`src/rtl/amiv_pkg.sv`:
```
package amiv_pkg;

  // Strobes from the control FSM to the datapath
  typedef struct packed {
    logic load;    // capture operands, init working registers
    logic step;    // perform one reduction iteration
    logic finish;  // apply range fix-up, latch result
  } ctlStrobes_t;

  typedef enum logic {
    ST_IDLE = 1'b0,
    ST_RUN  = 1'b1
  } engState_t;

endpackage

```
`src/rtl/amiv_ctrl.sv`:
```
module amiv_ctrl
  import amiv_pkg::*;
(
  input  logic        clk,
  input  logic        rst_n,
  input  logic        start,
  input  logic        vZero,
  output ctlStrobes_t ctl,
  output logic        ready,
  output logic        done
);

  engState_t state, stateNext;

  always_comb begin
    ctl.load   = (state == ST_IDLE) && start;
    ctl.step   = (state == ST_RUN) && !vZero;
    ctl.finish = (state == ST_RUN) && vZero;
    stateNext  = state;
    if (ctl.load)   stateNext = ST_RUN;
    if (ctl.finish) stateNext = ST_IDLE;
  end

  assign ready = (state == ST_IDLE);

  always_ff @(posedge clk or negedge rst_n) begin
    if (!rst_n) begin
      state <= ST_IDLE;
      done  <= 1'b0;
    end else begin
      state <= stateNext;
      done  <= ctl.finish;
    end
  end


  done_pulse_chk: assert property (@(posedge clk) disable iff (!rst_n)
    done |=> !done);


  busy_start_chk: assert property (@(posedge clk) disable iff (!rst_n)
    (!ready && start && !vZero) |=> !ready);


  done_ready_chk: assert property (@(posedge clk) disable iff (!rst_n)
    done |-> ready);

endmodule

```
`src/rtl/amiv_datapath.sv`:
```
module amiv_datapath
  import amiv_pkg::*;
#(
  parameter int N  = 16,
  parameter int KW = 6
) (
  input  logic          clk,
  input  logic          rst_n,
  input  ctlStrobes_t   ctl,
  input  logic [N-1:0]  opA,
  input  logic [N-1:0]  modP,
  output logic          vZero,
  output logic [N-1:0]  result,
  output logic [KW-1:0] kCount
);

  localparam int RW = N + 1;   // width of r and s
  localparam int FW = N + 2;   // width of fix-up arithmetic
  localparam logic [KW-1:0] K_MIN = KW'(N);
  localparam logic [KW-1:0] K_MAX = KW'(2 * N);

  logic [N-1:0]  uReg, vReg, pReg, resReg;
  logic [RW-1:0] rReg, sReg;
  logic [KW-1:0] kReg;

  // Parallel comparison: both differences at once
  logic [N:0]    diffUV, diffVU;
  logic          uGreater;
  logic [FW-1:0] sumRS;

  assign diffUV   = {1'b0, uReg} - {1'b0, vReg};
  assign diffVU   = {1'b0, vReg} - {1'b0, uReg};
  assign uGreater = diffVU[N] & ~diffUV[N];
  assign sumRS    = {1'b0, rReg} + {1'b0, sReg};
  assign vZero    = (vReg == '0);

  // Range fix-up: p - r and 2p - r formed together
  logic [FW-1:0] pExt, rExt, diffP, diff2P, fixWide;
  logic          borrowP;

  assign pExt    = {2'b00, pReg};
  assign rExt    = {1'b0, rReg};
  assign diffP   = pExt - rExt;
  assign diff2P  = (pExt << 1) - rExt;
  assign borrowP = diffP[FW-1];
  assign fixWide = borrowP ? diff2P : diffP;

  always_ff @(posedge clk or negedge rst_n) begin
    if (!rst_n) begin
      uReg   <= '0;
      vReg   <= '0;
      pReg   <= '0;
      rReg   <= '0;
      sReg   <= '0;
      kReg   <= '0;
      resReg <= '0;
    end else if (ctl.load) begin
      uReg <= modP;
      vReg <= opA;
      pReg <= modP;
      rReg <= '0;
      sReg <= RW'(1);
      kReg <= '0;
    end else if (ctl.step) begin
      kReg <= kReg + 1'b1;
      if (!uReg[0]) begin
        uReg <= uReg >> 1;
        sReg <= sReg << 1;
      end else if (!vReg[0]) begin
        vReg <= vReg >> 1;
        rReg <= rReg << 1;
      end else if (uGreater) begin
        uReg <= {1'b0, diffUV[N-1:1]};
        rReg <= sumRS[RW-1:0];
        sReg <= sReg << 1;
      end else begin
        vReg <= {1'b0, diffVU[N-1:1]};
        sReg <= sumRS[RW-1:0];
        rReg <= rReg << 1;
      end
    end else if (ctl.finish) begin
      resReg <= fixWide[N-1:0];
    end
  end

  assign result = resReg;
  assign kCount = kReg;


  load_values_chk: assert property (@(posedge clk) disable iff (!rst_n)
    ctl.load |=> (uReg == $past(modP) && vReg == $past(opA)
                  && rReg == '0 && sReg == RW'(1) && kReg == '0));


  k_step_chk: assert property (@(posedge clk) disable iff (!rst_n)
    ctl.step |=> kReg == $past(kReg) + 1'b1);


  k_range_chk: assert property (@(posedge clk) disable iff (!rst_n)
    ctl.finish |=> (kReg >= K_MIN && kReg <= K_MAX));


  result_range_chk: assert property (@(posedge clk) disable iff (!rst_n)
    ctl.finish |=> (resReg != '0 && resReg < pReg));


  no_overflow_chk: assert property (@(posedge clk) disable iff (!rst_n)
    ctl.step |-> (sumRS[FW-1] == 1'b0));


  fix_fits_chk: assert property (@(posedge clk) disable iff (!rst_n)
    ctl.finish |-> (fixWide[FW-1:N] == '0));


  hold_chk: assert property (@(posedge clk) disable iff (!rst_n)
    (!ctl.load && !ctl.finish && !ctl.step) |=> ($stable(resReg) && $stable(kReg)));

endmodule

```
`src/rtl/almost_inverse_unit.sv`:
```
module almost_inverse_unit
  import amiv_pkg::*;
#(
  parameter int N_BITS = 16,
  localparam int KW    = $clog2(2 * N_BITS + 1)
) (
  input  logic              clk,
  input  logic              rst_n,
  input  logic              start,
  input  logic [N_BITS-1:0] opA,
  input  logic [N_BITS-1:0] modP,
  output logic              ready,
  output logic              done,
  output logic [N_BITS-1:0] result,
  output logic [KW-1:0]     kCount
);

  ctlStrobes_t ctl;
  logic        vZero;

  amiv_ctrl i_ctrl (
    .clk   (clk),
    .rst_n (rst_n),
    .start (start),
    .vZero (vZero),
    .ctl   (ctl),
    .ready (ready),
    .done  (done)
  );

  amiv_datapath #(
    .N  (N_BITS),
    .KW (KW)
  ) i_datapath (
    .clk    (clk),
    .rst_n  (rst_n),
    .ctl    (ctl),
    .opA    (opA),
    .modP   (modP),
    .vZero  (vZero),
    .result (result),
    .kCount (kCount)
  );

endmodule

```
`config.mk`:
```
export PLATFORM = sky130hd
export DESIGN_NAME = almost_inverse_unit
export DESIGN_NICKNAME = d
export VERILOG_FILES = /design/src/rtl/amiv_pkg.sv /design/src/rtl/amiv_ctrl.sv /design/src/rtl/amiv_datapath.sv /design/src/rtl/almost_inverse_unit.sv
export SDC_FILE = /design/constraint.sdc
export NUM_CORES = 1
export LEC_CHECK = 0
export ABC_AREA = 1
export BUFFER_PORTS_ARGS = -buffer_cell sky130_fd_sc_hd__buf_4
export CELL_PAD_IN_SITES_DETAIL_PLACEMENT = 1
export CELL_PAD_IN_SITES_GLOBAL_PLACEMENT = 1
export CORE_UTILIZATION = 24
export CTS_BUF_LIST = sky130_fd_sc_hd__clkbuf_16
export CTS_CLUSTER_SIZE = 40
export DETAILED_ROUTE_END_ITERATION = 10
export PLACE_DENSITY_LB_ADDON = 0.3
export SETUP_SLACK_MARGIN = 0.15
export SYNTH_ARGS = -nofsm -noshare
export SYNTH_HDL_FRONTEND = slang
export SYNTH_SLANG_ARGS = --single-unit
```
`constraint.sdc`:
```
create_clock -name clk -period 2.6 [get_ports clk]
set_input_delay 0.52 -clock clk [delete_from_list [all_inputs] [get_ports clk]]
set_output_delay 0.52 -clock clk [all_outputs]
set_load 0.01 [all_outputs]
```
Word level (Yosys, flattened, before mapping)
Index checks and enable logic that the tools add are counted.
{ "classes": {"muxes": 25, "bitwise": 5, "n_addsub": 6, "eq_ne": 3, "reduce_logical": 13} }
{ "ops": {"columns": ["cell", "n"], "rows": [
  ["two-way mux 16 bit", 11],
  ["two-way mux 17 bit", 10],
  ["subtractor 16 x 16 -> 17 bit", 2],
  ["subtractor 16 x 17 -> 18 bit", 1],
  ["adder 17 bit", 1],
  ["zero test 16 bit", 1],
  ["subtractor 16 bit", 1],
  ["two-way mux 6 bit", 2],
  ["inequality test 3 bit, second input constant", 3],
  ["AND reduction 3 bit", 3],
  ["adder 6 x 1 -> 6 bit, second input constant", 1],
  ["nonzero test 2 bit", 3],
  ["inverter 1 bit", 4],
  ["AND reduction 2 bit", 2],
  ["logical AND 1 bit", 3],
  ["two-way mux 1 bit", 2],
  ["bitwise AND 1 bit", 1],
  ["zero test 1 bit", 1]
]} }
{ "word_totals": {"word_cells": 63, "regBits": 106} }

Longest topological paths before layout
Gate-level depths: netlist of the first run.
{ "logic_depth": {"ltp_word": 8, "depth_mapped": 18, "ltp_nobuf": 18} }

Modules after synthesis
Synthesis of the first run repeated with hierarchy kept, for this count alone.
{ "unflattened": {"hier_cells": 1491, "area_unflattened_um2": 9579.2} }
{ "by_module_without_submodules": {"columns": ["module", "cells_each", "area_each_um2", "seq_area_each_um2", "instances"], "rows": [
  ["amiv_datapath", 1480, 9492.9, 2602.5, 1],
  ["amiv_ctrl", 11, 86.3, 50.0, 1]
]} }

Worst setup path before layout of the first run
OpenSTA, ideal clock, no wires.
{ "synth_path": {"path_type": "reg-to-reg", "start": "reg i_datapath.uReg[0]", "end": "reg i_datapath.sReg[3]", "required_time_ns": 2.467, "setup_time_ns": 0.133, "path_stages_with_launch": 17, "setup_slack_ns": 0.233, "arrival_time_ns": 2.234, "path_cell_list": "dfrtp_1 -> inv_2 -> nor2_2 -> fa_1 -> inv_1 -> nand3_1 -> nand2_1 -> nand2_1 -> nand2_1 -> a21oi_4 -> nand2_4 -> nand2_8 -> nand2_4 -> inv_2 -> buf_4 -> nand2_1 -> o211ai_1"} }
{ "synth_between": {"elab_chain_cells": 8, "elab_cells_between_ends": 11, "classes_between": "add/sub (2); eq/ne (1); mux (5); bitwise (2); reduce/logical (1)"} }
{ "synth_rtl": {"columns": ["item", "line", "rtl"], "rows": [
  ["from (decl)", "amiv_datapath.sv:22", "logic [N-1:0] uReg, vReg, pReg, resReg;"],
  ["from (signal assigned)", "amiv_datapath.sv:58", "uReg <= modP;"],
  ["from (signal assigned)", "amiv_datapath.sv:67", "uReg <= uReg >> 1;"],
  ["from (signal assigned)", "amiv_datapath.sv:73", "uReg <= {1'b0, diffUV[N-1:1]};"],
  ["subtractor 16 x 16 -> 17 bit", "amiv_datapath.sv:31", "assign diffUV = {1'b0, uReg} - {1'b0, vReg};"],
  ["inverter 1 bit", "amiv_datapath.sv:33", "assign uGreater = diffVU[N] & ~diffUV[N];"],
  ["bitwise AND 1 bit", "amiv_datapath.sv:33", null],
  ["two-way mux 17 bit", "amiv_datapath.sv:72", "end else if (uGreater) begin"],
  ["two-way mux 17 bit", "amiv_datapath.sv:69", "end else if (!vReg[0]) begin"],
  ["two-way mux 17 bit", "amiv_datapath.sv:66", "if (!uReg[0]) begin"],
  ["two-way mux 17 bit", "amiv_datapath.sv:64", "end else if (ctl.step) begin"],
  ["two-way mux 17 bit", "amiv_datapath.sv:57", "end else if (ctl.load) begin"],
  ["to (signal assigned)", "amiv_datapath.sv:68", "sReg <= sReg << 1;"],
  ["to (signal assigned)", "amiv_datapath.sv:75", "sReg <= sReg << 1;"],
  ["to (signal assigned)", "amiv_datapath.sv:78", "sReg <= sumRS[RW-1:0];"],
  ["to (decl)", "amiv_datapath.sv:23", "logic [RW-1:0] rReg, sReg;"]
]} }
Parallel ways exist; a longest one is shown, timed or not. The select of a mux whose other input is x is not followed.
A chain may end at the register's enable or synchronous reset.

Worst setup path in the final report of the first run
{ "layout_path": {"start": "reg i_datapath.vReg[9]", "end": "reg i_datapath.uReg[3]"} }
{ "layout_between": {"elab_chain_cells": 5, "elab_cells_between_ends": 10, "classes_between": "add/sub (2); eq/ne (1); bitwise (2); reduce/logical (5)"} }
{ "layout_rtl": {"columns": ["item", "line", "rtl"], "rows": [
  ["from (decl)", "amiv_datapath.sv:22", null],
  ["from (signal assigned)", "amiv_datapath.sv:59", "vReg <= opA;"],
  ["from (signal assigned)", "amiv_datapath.sv:70", "vReg <= vReg >> 1;"],
  ["from (signal assigned)", "amiv_datapath.sv:77", "vReg <= {1'b0, diffVU[N-1:1]};"],
  ["subtractor 16 x 16 -> 17 bit or zero test 16 bit (tied branches)", "amiv_datapath.sv:31, amiv_datapath.sv:35", null],
  ["inverter 1 bit or zero test 1 bit (tied branches)", "amiv_datapath.sv:33, amiv_ctrl.sv:17", null],
  ["bitwise AND 1 bit or logical AND 1 bit (tied branches)", "amiv_datapath.sv:33, amiv_ctrl.sv:17", null],
  ["inequality test 3 bit (no source line) or nonzero test 2 bit (tied branches)", null, null],
  ["AND reduction 3 bit (no source line) (*)", null, null]
]} }
Mark *: on every way between the ends. The rest lies on a longest branch, timed or not.

==> impl_metrics.ini, run 1 <==
[hold_path]
hold_path.class = in2async

[grt]
use_met1_pct = 23.3
antenna_found_initial = 0
grt_overflow = 0
top_usage_layer = met2
use_met2_pct = 32.7
grt_pass1_wl_um = 56200
grt.total_usage_pct = 18.5
grt_util_met3_pct = 2.85
grt_max_degree = 57
grt_pass1_vias = 10100

[setup_path]
worstReg2RegStart = i_datapath.vReg[9]$_DFFE_PN0P_
critPathBufInv = 4
end_kind = flip-flop
slowest_delay_ps = 400
crit_chain = inv_2 > ha_4 > nand2_4 > inv_2 > nand2_2 > nor3_4 > nand2_2 > nand2_4 > nand3_4 > buf_4 > buf_4 > o21ai_0 > nand3_1 > nand3_1
critPathKind = reg2reg
cpLargestDelayFamily = simple AND/OR/NAND/NOR gates
arrival_ps = 2840
cp.required_ps = 2930
start_kind = flip-flop
cp_max_fo = 5
startpoint = i_datapath.vReg[9]$_DFFE_PN0P_
cp_slowest_cell = dfrtp_1

[finish]
n_antenna_cell = 0
nNetsFinal = 1660
final_common_cell = nand2_1
fill_cells = 4888
final_cell_mix = nand2_1, inv_1, buf_4
drive_gt1_share_pct = 18.5
area_growth_pct = 26.3
fin_util_pct = 30.7

[job]
max-cap-violations = 0

[floorplan]
die_x_um = 200
core_area_um2 = 38600
io-pin-count = 59
die_area_um2 = 39800
start_util_pct = 24.3
fp-row-count = 72
die_h_um = 200

[detailed_routing]
wl_per_cell_um = 17.8
routed_via_density = 4.77
drtIter0Drc = 424
firstDrtPassIters = 4
antenna_left = 0
totalWireLength_um = 36800
route.detailed.drc = 0
vias = 9862

[timing]
worst_pin_slew_ps = 615
finalCriticalPeriod_ps = 2510
setup_violations = 0
fin_skew_ps = 14.1
max_freq_mhz = 398
maxSlewViolCount = 0
rsz0062_at_grt = true
fin_crit_sh_pct = 96.7
slew_headroom_pct = 59.0
finalHoldViolCount = 0

[placed_design]
place_hpwl_um = 28800
io_buffers = 58
gp_congestion = 0.891

[clock_tree]
insertion_delay_ps = 390
clockBufferDepth = 2
clock_sinks = 106
cts_hold_buf = 0
clkTransAtPathRegs_ps = 90
root_buffer = clkbuf_16
htreeDepth = 3
cts_tree = done
cts_made_buffers = 9

[yosys]
synthDistinctLibCells = 40
synth_ff_type = dfrtp_1
avgSynthCellArea_um2 = 6.66
synth-edff-count = 0
syn-num-nets = 1524
synth_cells = 1407
synth_area_leaders = dfrtp_1, nand2_1, ha_1
yosys.area.top_type = dfrtp_1
async_flop_share_pct = 100
ys_seq_elements = 106
netlist_area_um2 = 9370
ys_warn_count = 0
synth_top_area_share_pct = 28.3
synth.yosys.seq_area_share_pct = 28.3

[run_status]
status = complete, no violations
[final timing paths]
kind / end / slack (ps) / cells past startpoint
max reg2reg: i_datapath.uReg[3]$_DFFE_PN0P_ / 90 / 14
min in group clk: i_datapath.vReg[15]$_DFFE_PN0P_ / 350 / 3
max: i_datapath.uReg[3]$_DFFE_PN0P_ / 90 / 14
min: i_datapath.sReg[14]$_DFFE_PN0P_ / 130 / 1
max in group asynchronous: i_datapath.uReg[8]$_DFFE_PN0P_ / 1760 / 2
min reg2reg: i_datapath.result[13]$_DFFE_PN0P_ / 480 / 2
[sequential cells by signal (all words and copies together), names as in the netlist]
| name | flops |
|---|---|
| i_ctrl.done | 1 |
| i_ctrl.state | 1 |
| i_datapath.kCount | 6 |
| i_datapath.pReg | 16 |
| i_datapath.rReg | 17 |
| i_datapath.result | 16 |
| i_datapath.sReg | 17 |
| i_datapath.uReg | 16 |
| i_datapath.vReg | 16 |
[timing repair]
action / 4_1_cts / 5_1_grt
endpoints found under the setup margin: 60 / 78
pin swaps: 0 / 13
setup buffers: 11 / 28
resized for setup: 13 / 100
gates cloned: 0 / 5
[metal layers]
layer,part of all wire (%),vias to the layer above
met2,50,126
met4,2.2,0
li1,-,4819
met1,45,4867
met5,0,-
met3,2.3,50
[logic make-up (layout without fill, tap and decap cells)]
logic type | Yosys count | after routing | share of synthesized area [%]
buf+inv | 209 | 349 | 8.99
simple gates | 728 | 729 | 33.5
xor+xnor | 42 | 42 | 3.93
fa+ha+maj | 82 | 82 | 11.4
compound gates | 240 | 240 | 13.9
flops | 106 | 106 | 28.3
[worst reg2reg max path: stages, from the launching register on]
cell and delay [ps]:
dfrtp_1 400, inv_2 80, ha_4 310, nand2_4 60, inv_2 70, nand2_2 90
nor3_4 300, nand2_2 110, nand2_4 140, nand3_4 110, buf_4 180, buf_4 140
o21ai_0 240, nand3_1 140, nand3_1 90
[synth_stat cells (13+ instances only)]
| library cell | number |
|---|---|
| o211ai_1 | 15 |
| a21oi_1 | 97 |
| nand3_1 | 106 |
| ha_1 | 77 |
| clkbuf_1 | 14 |
| xor2_1 | 30 |
| nor2_1 | 100 |
| nor3_1 | 14 |
| inv_1 | 165 |
| o21ai_0 | 102 |
| dfrtp_1 | 106 |
| nand3b_1 | 13 |
| nand2_1 | 449 |
[final cells by class]
| type | instances | area (µm²) | share of cell area [%] |
|---|---|---|---|
| clock inverter | 7 | 61.3 | 0.518 |
| inverter | 176 | 693 | 5.86 |
| multi-input combinational | 1093 | 6240 | 52.7 |
| clock buffer | 9 | 225 | 1.90 |
| timing repair inverter | 1 | 7.51 | 0.0635 |
| timing repair buffer | 156 | 1290 | 10.9 |
| sequential | 106 | 2670 | 22.5 |
| tap | 518 | 648 | 5.48 |
[stage by stage]
stage                     setup TNS (ps)  setup slack, ps  cells  hold WS [ps]  instance area [µm²]
after floorplan                        0              233   1407           224                 9370
after global placement             -39.9            -39.9   2006           464                10700
after detailed placement            -154            -40.2   2006           469                10700
after CTS                              0              148   2033           151                11200
after global routing               -14.7            -14.7   2066           169                11800
final                                  0             85.9   2066           134                11800
Power of run 1 is not shown: default switching activity piles up to over one toggle a cycle in this logic, so the estimate is an artifact.
==> inputs of run 2 (changes only) <==
Settings changed: BUFFER_PORTS_ARGS -buffer_cell sky130_fd_sc_hd__buf_4 to not set, DONT_BUFFER_PORTS set to 1.
==> run 2 against run 1 <==
Effect of this change:
- final cell count down 3.4%
- die area unchanged
- highest routed layer is now met5
- wire length down 5.0%
- sequential cell count unchanged
- sequential share of layout area up 1.4 points
- worst setup slack better by 170 ps
- the run now ends with hold timing left
- non-clock buffer count down 71
- maximum frequency up 7.3%
- largest cell class unchanged
==> impl_metrics.ini, run 2 (synthesized netlist as in run 1, its figures left out) <==
[run_status]
status = finished, violations left
violations = hold timing

[timing]
setup_violations = 0
fin_skew_ps = 12.3
fin_hold_ws_ps = -151
fin_crit_sh_pct = 90.1
slew_headroom_pct = 71.3
finalCriticalPeriod_ps = 2340
rsz0062_at_grt = true
maxSlewViolCount = 0
worst_pin_slew_ps = 430
max_freq_mhz = 427
finalHoldViolCount = 106

[finish]
final_cell_mix = nand2_1, inv_1, nand3_1
n_antenna_cell = 0
top_regs = i_datapath.rReg: 17 flops, i_datapath.sReg: 17 flops
area_growth_pct = 18.8
final_common_cell = nand2_1
drive_gt1_share_pct = 13.7
nNetsFinal = 1589

[clock_tree]
clockBufferDepth = 2
insertion_delay_ps = 370
clock_sinks = 106
root_buffer = clkbuf_16
htreeDepth = 3
clkTransAtPathRegs_ps = 90
cts_made_buffers = 9
cts_tree = done

[grt]
antenna_found_initial = 2
grt.total_usage_pct = 17.8
grt_pass1_vias = 9683
grt_overflow = 0
grt_max_degree = 107
grt_pass1_wl_um = 54400

[floorplan]
start_util_pct = 24.3
core_area_um2 = 38600
die_h_um = 200
die_x_um = 200
fp-row-count = 72
die_area_um2 = 39800
io-pin-count = 59

[placed_design]
gp_congestion = 0.886
place_hpwl_um = 27900
io_buffers = 0

[setup_path]
startpoint = i_datapath.vReg[6]$_DFFE_PN0P_
slowest_delay_ps = 420
cp_max_fo = 7
crit_chain = inv_1 > ha_2 > nand2_4 > inv_2 > a21oi_2 > nand2_1 > a21oi_4 > nand2_4 > nand2_8 > nand2_8 > nand2_8 > nand2_1 > nor2_1 > nor2_1
cpLargestDelayFamily = simple AND/OR/NAND/NOR gates
cp.required_ps = 2860
worstReg2RegStart = i_datapath.vReg[6]$_DFFE_PN0P_
end_kind = flip-flop
arrival_ps = 2600
start_kind = flip-flop
critPathBufInv = 2
critPathKind = reg2reg
cp_slowest_cell = dfrtp_1
cp_common_cell = nand2_8

[detailed_routing]
drtIter0Drc = 422
wl_per_cell_um = 17.5
firstDrtPassIters = 5
route.detailed.drc = 0
routed_via_density = 4.71
antenna_left = 0
vias = 9401
totalWireLength_um = 35000

[job]
max-cap-violations = 0

[hold_path]
hold_path.class = in2async
run 2: changes by cell type in the layout (fill, tap and decap cells not counted), sizes merged:
cell | previous run | this run
buf | 154 | 85
bufinv | 0 | 2
clkbuf | 11 | 9
clkinv | 5 | 3
clkinvlp | 5 | 3
inv | 174 | 175
nand2 | 462 | 463
run 2: stage by stage:
stage	setup slack, ps	std cells	utilization (%)	instance area [µm²]	TNS, ps
final	256	1995	28.9	11100	0
after global routing	103	1995	28.9	11100	0
after CTS	151	1973	27.8	10700	0
after detailed placement	-41.4	1951	26.7	10300	-41.6
after global placement	62.1	1951	26.7	10300	0
after floorplan	233	1407	-	9370	0
run 2: final timing paths:
| kind | endpoint | slack (ps) | cells after the start |
|---|---|---|---|
| min reg2reg | i_datapath.sReg[16]$_DFFE_PN0P_ | 520 | 2 |
| min in group clk | i_datapath.vReg[15]$_DFFE_PN0P_ | 290 | 2 |
| min | i_datapath.sReg[14]$_DFFE_PN0P_ | -150 | 0 |
| max reg2reg | i_datapath.uReg[13]$_DFFE_PN0P_ | 260 | 14 |
| max | i_datapath.uReg[13]$_DFFE_PN0P_ | 260 | 14 |
| max in group asynchronous | i_datapath.pReg[12]$_DFFE_PN0P_ | 2520 | 0 |
run 2: cell type report:
class / instances / area, µm²
multi-input combinational: 1094 / 6120
fill: 4935 / 27400
timing repair buffer: 85 / 684
sequential: 106 / 2670
tap: 518 / 648
clock inverter: 7 / 105
inverter: 176 / 679
clock buffer: 9 / 225
run 2: per-layer routing:
metal,global-route usage [%],routed length [µm]
met5,0,27
met4,4.04,580
met3,2.53,854
met2,31.2,17300
met1,23.0,16200
run 2: worst reg2reg max path, stage by stage, from the launching register on:
cell and delay (ps):
dfrtp_1 420, inv_1 100, ha_2 310, nand2_4 100, inv_2 50, a21oi_2 130
nand2_1 130, a21oi_4 280, nand2_4 130, nand2_8 130, nand2_8 100, nand2_8 130
nand2_1 80, nor2_1 100, nor2_1 50
run 2: timing repair:
item | 4_1_cts | 5_1_grt
resized for setup | 17 | 58
setup buffers | 5 | 20
endpoints found under the setup margin | 56 | 79
endpoints found under the hold margin | 106 | 106
gates cloned | 1 | 2
pin swaps | 1 | 5
Power of run 2 is left out for the same reason.
==> inputs of run 3 (changes only) <==
Settings changed: ABC_AREA 1 to 0, SKIP_LAST_GASP set to 1, SYNTH_HIERARCHICAL set to 1.
==> run 3 against run 2 <==
Effect of this change:
- the run ends with hold timing, setup timing left
- worst setup slack lost 670 ps
- design area grew 7.6%
- final cell count shrank 17%
==> impl_metrics.ini, run 3 <==
[grt]
antenna_found_initial = 0
grt_max_degree = 107
grt_pass1_wl_um = 48000
grt.total_usage_pct = 17.2
grt_pass1_vias = 8490
grt_overflow = 0

[yosys]
synth_area_leaders = dfrtp_1, ha_1, xnor2_1
async_flop_share_pct = 100
synth.yosys.seq_area_share_pct = 30.9
synthDistinctLibCells = 73
synth_compound_area_share_pct = 23.8
synth.cells.most_frequent = dfrtp_1, nor2_1, nand2_1, ha_1, o21ai_0
synth_xor_area_share_pct = 6.53
synth_top_family_by_area = compound AO/OA/AOI/OAI gates
synth-simple-area-share_pct = 15.1
synth-edff-count = 0
synth_mux_area_share_pct = 6.06
netlist_area_um2 = 8580
yosysMostFrequentCell = dfrtp_1
avgSynthCellArea_um2 = 8.72
syn-num-nets = 1101
synth_cells = 984
ys_warn_count = 6
synth_ff_type = dfrtp_1
ys_seq_elements = 106
yosys.area.top_type = dfrtp_1
synth_top_area_share_pct = 30.9
synth_adder_area_share_pct = 12.4

[setup_path]
arrival_ps = 3300
cp_max_fo = 6
startpoint = i_datapath/vReg[0]$_DFFE_PN0P_
critPathKind = reg2reg
end_kind = flip-flop
start_kind = flip-flop
worstReg2RegStart = i_datapath/vReg[0]$_DFFE_PN0P_
cp.required_ps = 2890

[placed_design]
dp_cells = 1600
place_hpwl_um = 23400
gp_congestion = 0.829
io_buffers = 0

[detailed_routing]
totalWireLength_um = 30700
routed_via_density = 4.87
route.detailed.drc = 0
wl_per_cell_um = 18.6
drtIter0Drc = 240
vias = 8061
antenna_left = 0
firstDrtPassIters = 5

[finish]
n_antenna_cell = 0
drive_gt1_share_pct = 31.6
fill_cells = 4039
fin_util_pct = 34.3
stdcell_count = 1654
final_common_cell = buf_4
nNetsFinal = 1311
final_cell_mix = buf_4, dfrtp_1, nor2_1
top_regs = i_datapath/rReg: 17 flops, i_datapath/sReg: 17 flops
area_growth_pct = 39.5

[floorplan]
io-pin-count = 59
die_area_um2 = 36500
start_util_pct = 24.6
fp-row-count = 68
core_area_um2 = 34900
die_h_um = 191
die_x_um = 191

[clock_tree]
cts_made_buffers = 9
clkTransAtPathRegs_ps = 80
cts_tree = done
clock_sinks = 106
clockBufferDepth = 2
insertion_delay_ps = 370
htreeDepth = 3
root_buffer = clkbuf_16

[timing]
fin_crit_sh_pct = 116
maxSlewViolCount = 0
tns_ps = -24730
slew_headroom_pct = 60.4
worst_pin_slew_ps = 592
finalHoldViolCount = 106
fin_ws_ps = -415
rsz0062_at_grt = true
setup_violations = 82
max_freq_mhz = 332
fin_skew_ps = 13.4
fin_hold_ws_ps = -157
finalCriticalPeriod_ps = 3010

[job]
max-cap-violations = 0

[run_status]
violations = hold timing, setup timing
status = finished, violations left

[hold_path]
hold_path.class = in2async
## run 3: changes by cell type after synthesis, moves of 15 or more
cell | before | now
xnor2_1 | 12 | 47
o31ai_1 | 0 | 18
a21oi_1 | 97 | 54
inv_1 | 165 | 60
o21ai_0 | 102 | 68
nand2_1 | 449 | 79
o21a_1 | 0 | 19
nor2b_1 | 1 | 17
mux2_2 | 0 | 15
mux2i_1 | 0 | 34
nor2_1 | 100 | 85
nand3_1 | 106 | 8
clkbuf_1 | 14 | 29
## run 3: cell families after synthesis
group                    count (synthesis)
AND/OR/NAND/NOR                        273
XOR/XNOR                                64
flip-flops                             106
AO/OA/AOI/OAI                          300
adder cells (fa/ha/maj)                 82
multiplexers                            50
buffers and inverters                  109
## run 3: critical path: stages (launching register included)
cell and delay [ps]:
dfrtp_2 450, inv_8 60, nand2_4 40, inv_2 60
fa_2 220, nor2b_4 50, o31a_1 270, o41a_1 350
o31a_1 310, a2111o_1 440, a21oi_4 250, buf_6 140
buf_12 130, nor2_2 40, a21oi_1 120
## run 3: metal layers
metal	up-vias	GRT usage [%]	wire length, µm
met4	0	4.46	559
met1	3955	22.2	14500
li1	4002	-	-
met3	25	3.01	832
met2	79	29.2	14900
met5	-	0	0
## run 3: what timing repair did
| action | in CTS | in global routing |
|---|---|---|
| pin swaps | 23 | 23 |
| buffers inserted | 17 | 15 |
| hold endpoints to repair | 106 | 106 |
| resized for setup | 90 | 57 |
| gates cloned | 5 | 1 |
| setup endpoints to repair | 82 | 82 |
## run 3: final cells by class
class | count | area [µm²] | area share (%)
clock buffer | 9 | 225 | 1.88
multi-input combinational | 770 | 6060 | 50.6
inverter | 62 | 243 | 2.03
timing repair buffer | 245 | 2170 | 18.1
clock inverter | 7 | 51.3 | 0.429
tap | 455 | 569 | 4.76
sequential | 106 | 2660 | 22.2
## run 3: metrics by stage
stage          cell area, µm²  hold WS [ps]  setup WS, ps
3_3_place_gp            10800           227          -466
5_1_grt                 12000          -181          -541
6_report                12000          -157          -415
2_1_floorplan            8850           224          -266
3_5_place_dp            10800           227          -529
4_1_cts                 11600          -180          -388
## run 3: final timing paths
kind,end,slack [ps],cells after the start
worst max-delay path,i_datapath/uReg[7]$_DFFE_PN0P_,-410,14
worst min-delay path,i_datapath/result[1]$_DFFE_PN0P_,-160,0
worst max register to register,i_datapath/uReg[7]$_DFFE_PN0P_,-410,14
worst min register to register,i_datapath/sReg[6]$_DFFE_PN0P_,530,2
max in group asynchronous,i_datapath/vReg[0]$_DFFE_PN0P_,2490,0
min in group clk,i_datapath/pReg[1]$_DFFE_PN0P_,290,2
Power of run 3 is left out for the same reason.
